==> config.mk <==
export PLATFORM = sky130hd
export DESIGN_NAME = pwm_carrier_timer
export DESIGN_NICKNAME = d
export VERILOG_FILES = /design/src/rtl/pwm_carrier_timer.sv
export SDC_FILE = /design/constraint.sdc
export NUM_CORES = 1
export LEC_CHECK = 0
export ABC_AREA = 1
export BUFFER_PORTS_ARGS = -buffer_cell sky130_fd_sc_hd__buf_2
export CORE_MARGIN = 4
export CORE_UTILIZATION = 27
export CTS_CLUSTER_SIZE = 25
export DETAILED_ROUTE_END_ITERATION = 7
export MAX_ROUTING_LAYER = met4
export PLACE_DENSITY = 0.43
export SETUP_SLACK_MARGIN = 0.02
export SLEW_MARGIN = 20
export SYNTH_ARGS = -nofsm -noshare
export SYNTH_HDL_FRONTEND = slang
export SYNTH_SLANG_ARGS = --single-unit
==> constraint.sdc <==
create_clock -name clk -period 2.35 [get_ports clk]
set_input_delay 0.3525 -clock clk [delete_from_list [all_inputs] [get_ports clk]]
set_output_delay 0.3525 -clock clk [all_outputs]
set_load 0.005 [all_outputs]
==> src/rtl/pwm_carrier_timer.sv <==
module pwm_carrier_timer #(
  parameter int W    = 16,
  parameter int CH   = 3,
  parameter int DIVW = 5
) (
  input  logic          clk,
  input  logic          rst_n,
  input  logic          run,
  input  logic [1:0]    mode,
  input  logic [2:0]    psc_sel,
  input  logic          per_wr,
  input  logic [W-1:0]  per_wdata,
  input  logic [CH-1:0] duty_wr,
  input  logic [W-1:0]  duty_wdata,
  output logic [W-1:0]  count,
  output logic          ev_bound,
  output logic          ev_peak,
  output logic [CH-1:0] pwm
);

  logic [W-1:0]    per_buf, per_act;
  logic [W-1:0]    duty_buf [CH];
  logic [W-1:0]    duty_act [CH];
  logic            up;
  logic [DIVW-1:0] div;

  logic [2:0]      sel_c;
  logic [DIVW:0]   one_hot;
  logic [DIVW-1:0] mask;
  logic            tick, saw;

  assign sel_c   = (psc_sel > 3'(DIVW)) ? 3'(DIVW) : psc_sel;
  assign one_hot = (DIVW+1)'(1) << sel_c;
  assign mask    = one_hot[DIVW-1:0] - DIVW'(1);
  assign tick    = run && ((div & mask) == mask);
  assign saw     = mode[1];

  logic [W-1:0] nxt;
  logic         nup, bnd, pk, load;

  always_comb begin
    nxt = count;
    nup = up;
    bnd = 1'b0;
    pk  = 1'b0;
    if (saw) begin
      if (count >= per_act) begin
        nxt = '0;
        pk  = 1'b1;
      end else begin
        nxt = count + W'(1);
      end
    end else if (up) begin
      if (count >= per_act) begin
        nup = 1'b0;
        nxt = (count == '0) ? '0 : count - W'(1);
      end else begin
        nxt = count + W'(1);
        pk  = (nxt == per_act);
      end
    end else begin
      if (count == '0) begin
        nup = 1'b1;
        nxt = (per_act == '0) ? '0 : W'(1);
        pk  = (per_act == W'(1));
      end else if (count == W'(1)) begin
        nxt = '0;
        bnd = 1'b1;
      end else begin
        nxt = count - W'(1);
      end
    end
  end

  always_comb begin
    if (saw)               load = pk;
    else if (mode[0])      load = bnd | pk;
    else                   load = bnd;
  end

  always_ff @(posedge clk or negedge rst_n) begin
    if (!rst_n) begin
      count    <= '0;
      up       <= 1'b1;
      div      <= '0;
      ev_bound <= 1'b0;
      ev_peak  <= 1'b0;
      per_buf  <= '0;
      per_act  <= '0;
      for (int i = 0; i < CH; i++) begin
        duty_buf[i] <= '0;
        duty_act[i] <= '0;
      end
    end else begin
      if (per_wr) per_buf <= per_wdata;
      for (int i = 0; i < CH; i++)
        if (duty_wr[i]) duty_buf[i] <= duty_wdata;
      ev_bound <= 1'b0;
      ev_peak  <= 1'b0;
      if (!run) begin
        count   <= '0;
        up      <= 1'b1;
        div     <= '0;
        per_act <= per_buf;
        for (int i = 0; i < CH; i++) duty_act[i] <= duty_buf[i];
      end else begin
        div <= div + DIVW'(1);
        if (tick) begin
          count    <= nxt;
          up       <= nup;
          ev_bound <= bnd;
          ev_peak  <= pk;
          if (load) begin
            per_act <= per_buf;
            for (int i = 0; i < CH; i++) duty_act[i] <= duty_buf[i];
          end
        end
      end
    end
  end

  for (genvar g = 0; g < CH; g++) begin : g_pwm
    assign pwm[g] = (count < duty_act[g]);
  end

endmodule

==> out/results.ini, run 1 <==
[outcome]
status=finished, violations left
violations=setup timing

[clock_network]
clkTransAtPathRegs_ns=0.07
root_buffer=clkbuf_16
cts_tree=yes
cts_sinks=152
cts_buffers=17
cts_buffer_depth=2
htreeDepth=4
clk_latency_ns=0.44

[critical_path]
reg2reg_depth=19
endpoint_kind=register
timing.rr.start=count[3]
timing.rr.end=duty_act[1]
cp_max_fo=6
regToRegSetupSlack_ns=-0.47
path_class=reg -> reg
critical_path_arrival_ns=3.15
start_kind=register
worstPathRequired_ns=2.67

[timing]
fmax_mhz=354
setup_viol=67
fin_hold_ws_ns=0.153
slew_headroom_pct=64.3
finClkSkew_ns=0.0134
slew_violations=0
hold_viol=0
tightest_slew_ns=0.536
setup_tns_ns=-27.42
worst_slack_ns=-0.471
period_minus_slack_ns=2.82
fin_crit_sh_pct=120
rsz0062_at_grt=yes

[yosys]
synth.yosys.warnings=0
synth_area_sq_um=8600
synthFlopType=dfrtp_1
synth-seq-area-share_pct=44.3
synth_most_common_cell=nand2_1
synth_top_cell_area_share_pct=43.9
syn_avg_cell_area_sq_um=8.61
synth_top_area_cell=dfrtp_1
async_reset_ff_share_pct=100
synth_edf_count=0
synth_area_leaders=dfrtp_1 44%, nand2_1 11%, ha_1 9.6%
synth_nets=1109
ys_seq_elements=152
syn_inst=999
post_synth_num_cell_types=34
synthTopCellsByCount=263 x nand2_1, 151 x dfrtp_1, 105 x nand3_1

[placement]
place.gp.congestion=0.884
place_inst=1579
dp_hpwl_mm=19.8
dp_slack_ns=-0.301
io_buffers=64

[pwr]
pwr_density_cell_nw_per_um2=591
cellLeakagePower_uw=0.00637
ir_drop_mv=0.432

[min_path]
hp-class=in -> reg
min-delay-start=per_wdata[14]
whs_endpoint=per_buf[14]
min_path_cells=2

[routing]
first_pass_iters=5
ant_nets=0
num_vias=7808
vias_per_cell=4.70
initialDrtViolationCount=360
drc=0
drt_wl_total_mm=29.6
avgRoutedWirePerCell_um=17.8

[floorplan]
dieWidth_um=186
dieArea_sq_um=34800
io_pins=65
fp.dieH_um=186
coreArea_sq_um=31500
rows=65
initial_core_util_pct=27.3

[final_layout]
fin_cells=1660
fin_nets=1355
n_fill_cell=3117
drive_gt1_share_pct=44.0
area_growth_pct=49.4
antennaDiodeCount=0

[global_routing]
grtUsageTotal_pct=17.1
grt_max_degree=53
grt_overflow=0
antenna_found_initial=0
grt_pass1_vias=8063
grt_pass1_wl_mm=45.6

[flow_run]
drv_cap=0

==> sequential cells by signal (all words and copies together), names as in the netlist <==
register and count:
ev_peak 1, ev_bound 1, div 5, per_act 16, count 16, per_buf 16
duty_buf 48, up 1, duty_act 48
==> worst max-delay path: stages (launching register included) <==
cell,delay [ns]
dfrtp_1,0.43
buf_6,0.14
buf_8,0.13
ha_4,0.23
nand2_4,0.06
nor2_2,0.03
and2_1,0.12
nor2_1,0.12
nand2_2,0.10
nand2_2,0.08
and2_4,0.17
nor2_2,0.05
nor3b_2,0.25
nand2_4,0.10
buf_6,0.12
buf_6,0.11
buf_12,0.15
clkbuf_16,0.18
nand3_1,0.08
nand2_1,0.05
==> worst max-delay path by stage <==
stage                     startpoint      endpoint  slack [ns]  cells after the start
after floorplan             count[1]    per_act[0]        0.06                     17
after global placement      count[0]  duty_act[46]       -0.27                     16
after detailed placement    count[3]        pwm[2]       -0.30                      9
after CTS                   count[1]        pwm[0]       -0.59                     10
after global routing        count[1]    per_act[9]       -0.67                     23
final                       count[3]   duty_act[1]       -0.47                     19
==> per-stage QoR <==
stage               total power, uW  utilization [%]  area [sq um]
CTS                            7470             38.0         12000
floorplan                      3810                -          8600
global route                   8020             40.8         12800
detailed placement             4360             33.2         10500
global placement               4350             33.2         10500
finish                         7590             40.8         12800
==> cell type report <==
type | count | area (sq um) | share of cell area (%)
Sequential cell | 152 | 3810 | 29.7
Inverter | 106 | 403 | 3.14
Clock buffer | 17 | 425 | 3.31
Timing Repair Buffer | 262 | 2360 | 18.4
Clock inverter | 15 | 179 | 1.39
Multi-Input combinational cell | 706 | 5160 | 40.2
Tap cell | 402 | 503 | 3.92
==> timing repair <==
| item | 4_1_cts | 5_1_grt |
|---|---|---|
| hold buffers | 1 | 0 |
| endpoints found under the setup margin | 83 | 84 |
| gates cloned | 12 | 6 |
| pin swaps | 21 | 52 |
| hold endpoints to repair | 49 | 0 |
| gates resized for setup | 97 | 223 |
| setup buffers | 26 | 20 |
==> kinds of logic after synthesis <==
group,share of synthesized area [%]
adder cells (fa/ha/maj),9.60
XOR/XNOR,2.04
multiplexers,8.38
flip-flops,44.3
AO/OA/AOI/OAI,6.55
buffers and inverters,6.96
AND/OR/NAND/NOR,22.2
==> report_power, final <==
part,leakage (uW),total (uW),switching [uW],internal [uW]
sequential,0.00186,3150,228,2920
combinational,0.00421,1580,817,760
clock,0.000295,2870,1260,1610
total,0.00637,7590,2300,5290
==> per-layer routing <==
layer  wire length, um  track usage (%)  up-vias
met3               950             2.75       33
met5                 0                -        -
met1             13900             22.3     3833
met2             14200             28.6      127
li1                  -                -     3815
met4               520             3.50        0
==> cell usage in the layout (no fill, tap or decap), types with 7 or more instances in the layout <==
cell type / n
a21oi_1: 28
buf_4: 146
clkbuf_16: 23
o22ai_1: 9
nand3_1: 81
o21ai_0: 20
nand4_1: 17
buf_6: 22
buf_12: 17
nand2_1: 164
nand2_4: 30
a21oi_2: 8
dfrtp_1: 146
nand3_2: 21
xor2_1: 17
o21ai_2: 8
nand2_2: 68
o21ai_1: 10
ha_4: 12
inv_1: 96
nor2_1: 42
buf_2: 61
inv_2: 7
mux2_2: 64
ha_1: 54
inv_6: 8
Note: power is estimated with default switching activity, not from simulation.
==> run 2, diff against run 1 <==
- BUFFER_PORTS_ARGS: -buffer_cell sky130_fd_sc_hd__buf_2 -> unset
- DONT_BUFFER_PORTS: unset -> 1
- PLACE_DENSITY: 0.43 -> 0.41
==> out/results.ini, run 2 (synthesis gave the netlist of run 1 again) <==
[outcome]
status=finished, violations left
violations=hold timing, setup timing

[critical_path]
timing.rr.start=count[1]
worstPathRequired_ns=2.00
critical_path_arrival_ns=2.55
crit_path_start=count[1]
endpoint_kind=primary output
reg2reg_depth=22
timing.rr.end=duty_act[43]
regToRegSetupSlack_ns=-0.52
start_kind=register
path_class=reg -> out
cp_max_fo=4

[routing]
vias_per_cell=4.76
drc=0
first_pass_iters=6
initialDrtViolationCount=426
ant_nets=0
avgRoutedWirePerCell_um=18.5
num_vias=7594
drt_wl_total_mm=29.6

[flow_run]
drv_cap=0

[clock_network]
cts_tree=yes
htreeDepth=4
cts_sinks=152
cts_hold_buffers=1
cts_buffer_depth=2
clkTransAtPathRegs_ns=0.07
clk_latency_ns=0.45
root_buffer=clkbuf_16
cts_buffers=17

[placement]
dp_slack_ns=-0.371
io_buffers=0
dp_hpwl_mm=19.5
place_inst=1523
place.gp.congestion=0.863

[final_layout]
drive_gt1_share_pct=33.4
n_fill_cell=3199
layout_commonest_cell=nand2_1
antennaDiodeCount=0
fin_cells=1595
area_growth_pct=38.9
reg.largest.list=duty_act: 48 flops, duty_buf: 48 flops
fin_util_pct=38.0
layout_common_cells=221 x nand2_1, 157 x buf_4, 147 x dfrtp_1, 101 x nand3_1, 98 x inv_1
fin_nets=1292

[timing]
slew_violations=0
fin_hold_ws_ns=-0.399
fin_crit_sh_pct=123
fmax_mhz=345
slew_headroom_pct=71.5
period_minus_slack_ns=2.90
setup_tns_ns=-34.21
hold_viol=152
rsz0062_at_grt=yes
setup_viol=84
finClkSkew_ns=0.0161
tightest_slew_ns=0.423
worst_slack_ns=-0.549

[global_routing]
grtUsageTotal_pct=17.6
grt_pass1_wl_mm=46.1
grt_max_degree=153
grt_pass1_vias=7851
grt_overflow=0
antenna_found_initial=0

[pwr]
switching_share_pct=28.3
p_seq_share_pct=42.1
pwr_density_cell_nw_per_um2=617
cellLeakagePower_uw=0.00593
ir_drop_mv=0.475
combPwrFrac_pct=18.0
power.internal_uw=5280
clkPwrFrac_pct=40.0
power_switching_uw=2090

[floorplan]
initial_core_util_pct=27.3
fp.dieH_um=186
rows=65
coreArea_sq_um=31500
dieWidth_um=186
io_pins=65
dieArea_sq_um=34800

[min_path]
hp-class=in -> async

[run 2: cell types whose count changed in the layout (fill, tap and decap cells not counted), sizes merged]
cell    previous run  this run
inv              114       110
clkbuf            23        20
bufbuf             0         1
bufinv             2         3
buf              255       195
[run 2: per-layer routing]
metal | share of wire [%] | global-route usage [%]
met5 | 0 | -
met2 | 48 | 28.8
met3 | 3.6 | 3.76
met4 | 2.3 | 5.38
met1 | 46 | 22.1
[run 2: cell type report]
cell class	count	area, sq um	share of cell area (%)
multi-input combinational	706	4650	38.9
sequential	152	3810	31.9
timing repair buffer	199	1970	16.5
tap	402	503	4.21
clock buffer	18	439	3.68
inverter	106	400	3.35
clock inverter	12	166	1.39
[run 2: how the worst max path moves through the flow]
stage,slack (ns),cells after the start,endpoint
5_1_grt,-0.68,10,pwm[2]
3_3_place_gp,-0.36,18,duty_act[34]
3_5_place_dp,-0.37,10,pwm[2]
4_1_cts,-0.58,10,pwm[2]
6_report,-0.55,10,pwm[2]
2_1_floorplan,0.06,17,per_act[0]
[run 2: critical path, cell delays in order, from the launching register on]
cell       delay (ns)
dfrtp_1          0.40
buf_6            0.13
ha_4             0.19
a21boi_2         0.14
o211ai_1         0.25
a21oi_2          0.13
o21ai_2          0.16
a21oi_2          0.08
a2111oi_2        0.35
buf_4            0.17
buf_6            0.08
[run 2: power by group through the flow]
| stage | sequential [uW] | clock, uW | combinational, uW |
|---|---|---|---|
| floorplan | 3100 | 0 | 715 |
| global placement | 3140 | 0 | 1060 |
| detailed placement | 3140 | 0 | 1070 |
| CTS | 3090 | 3020 | 1270 |
| global route | 3140 | 3130 | 1490 |
| finish | 3100 | 2950 | 1330 |
[run 2: timing repair]
action,in CTS,in global routing
resized for setup,96,72
setup buffers,22,5
gates cloned,13,2
setup endpoints to repair,83,83
endpoints found under the hold margin,153,152
pin swaps,10,12
[run 2: metrics by stage]
step	cell area [sq um]	hold WS, ns	power (uW)
global route	11900	-0.433	7760
global placement	10100	0.0664	4190
finish	11900	-0.399	7370
CTS	11700	-0.425	7370
detailed placement	10100	0.0652	4210
floorplan	8600	0.0569	3810
==> run 3, diff against run 2 <==
- SKIP_LAST_GASP: unset -> 1
==> out/results.ini, run 3 (synthesis gave the netlist of run 1 again) <==
[outcome]
violations=hold timing, setup timing
status=finished, violations left

[routing]
num_vias=7566
drc=0
ant_nets=0
avgRoutedWirePerCell_um=18.5
initialDrtViolationCount=385
drt_wl_total_mm=29.5
first_pass_iters=5
vias_per_cell=4.74

[floorplan]
coreArea_sq_um=31500
dieArea_sq_um=34800
fp.dieH_um=186
io_pins=65
rows=65
dieWidth_um=186
initial_core_util_pct=27.3

[timing]
setup_viol=84
hold_viol=152
slew_violations=0
worst_slack_ns=-0.552
rsz0062_at_grt=yes
fin_hold_ws_ns=-0.397
finClkSkew_ns=0.0157
period_minus_slack_ns=2.90
slew_headroom_pct=71.5
fin_crit_sh_pct=123
tightest_slew_ns=0.423
setup_tns_ns=-34.09
fmax_mhz=345

[critical_path]
timing.rr.end=duty_act[43]
cp_max_fo=4
timing.rr.start=count[1]
crit_path_start=count[1]
endpoint_kind=primary output
critical_path_arrival_ns=2.55
regToRegSetupSlack_ns=-0.52
path_class=reg -> out
cp-endpoint=pwm[2]
worstPathRequired_ns=2.00
reg2reg_depth=22
start_kind=register

[placement]
io_buffers=0
place_inst=1523
dp_hpwl_mm=19.5
place.gp.congestion=0.863

[clock_network]
cts_sinks=152
cts_hold_buffers=1
clkTransAtPathRegs_ns=0.07
clk_latency_ns=0.45
cts_tree=yes
htreeDepth=4
cts_buffer_depth=2
root_buffer=clkbuf_16
cts_buffers=17

[final_layout]
reg.largest.list=duty_act: 48 flops, duty_buf: 48 flops
drive_gt1_share_pct=33.2
layout_common_cells=223 x nand2_1, 156 x buf_4, 147 x dfrtp_1, 101 x nand3_1, 97 x inv_1
fin_cells=1595
area_growth_pct=39.1
antennaDiodeCount=0
layout_commonest_cell=nand2_1
fin_nets=1292
n_fill_cell=3195

[pwr]
power.internal_uw=5280
pwr_density_cell_nw_per_um2=617
p_seq_share_pct=42.0
ir_drop_mv=0.473
cellLeakagePower_uw=0.00594
switching_share_pct=28.4
clkPwrFrac_pct=40.0
power_switching_uw=2100
combPwrFrac_pct=18.0

[global_routing]
grtUsageTotal_pct=17.6
grt_overflow=0
grt_pass1_wl_mm=46.1
grt_max_degree=153
antenna_found_initial=0
grt_pass1_vias=7849

[min_path]
hp-class=in -> async

[flow_run]
drv_cap=0

-- run 3: cell counts in the layout (fill, tap and decap cells not counted) --
No cell type changed its count.
-- run 3: worst min-delay path by stage --
stage | startpoint | endpoint | slack, ns
after floorplan | rst_n | count[0] | 0.06
after global placement | rst_n | duty_buf[9] | 0.07
after detailed placement | rst_n | duty_buf[9] | 0.07
after CTS | rst_n | duty_buf[9] | -0.42
after global routing | rst_n | duty_buf[9] | -0.43
final | rst_n | duty_buf[9] | -0.40
-- run 3: metrics by stage --
stage          total power, uW  area [sq um]  util, %  setup slack, ns
2_1_floorplan             3810          8600        -           0.0646
3_3_place_gp              4190         10100     32.2           -0.357
3_5_place_dp              4210         10100     32.2           -0.371
4_1_cts                   7370         11700     37.0           -0.589
5_1_grt                   7770         12000     38.0           -0.689
6_report                  7380         12000     38.0           -0.552
-- run 3: power by group through the flow --
stage | registers, uW | logic, uW | clock network, uW
3_3_place_gp | 3140 | 1060 | 0
5_1_grt | 3140 | 1490 | 3130
2_1_floorplan | 3100 | 715 | 0
4_1_cts | 3090 | 1270 | 3020
6_report | 3100 | 1330 | 2950
3_5_place_dp | 3140 | 1070 | 0
-- run 3: layer usage --
| metal | wire length (um) | track usage [%] | up-vias | share of wire [%] |
|---|---|---|---|---|
| met3 | 1150 | 3.76 | 36 | 3.9 |
| met4 | 648 | 5.38 | 0 | 2.2 |
| met5 | 0 | - | - | 0 |
| met2 | 14200 | 28.8 | 133 | 48 |
| li1 | - | - | 3683 | - |
| met1 | 13500 | 22.1 | 3714 | 46 |
-- run 3: cell type report --
class                      instances  area, sq um  area share [%]
multi-input combinational        706         4670            39.0
sequential                       152         3810            31.9
timing repair buffer             199         1970            16.5
tap                              402          503            4.21
clock buffer                      18          439            3.67
inverter                         106          400            3.35
clock inverter                    12          166            1.39
-- run 3: worst max-delay path, cell delays in order, from the launching register on --
cell and delay, ns:
dfrtp_1 0.40, buf_6 0.13, ha_4 0.19, a21boi_2 0.14, o211ai_1 0.26, a21oi_2 0.13
o21ai_2 0.16, a21oi_2 0.08, a2111oi_2 0.35, buf_4 0.17, buf_6 0.08
-- run 3: what timing repair did --
action / 4_1_cts / 5_1_grt
pin swaps: 10 / 13
gates cloned: 13 / 2
buffers inserted: 22 / 5
resized for setup: 94 / 69
endpoints found under the hold margin: 153 / 152
endpoints found under the setup margin: 83 / 83
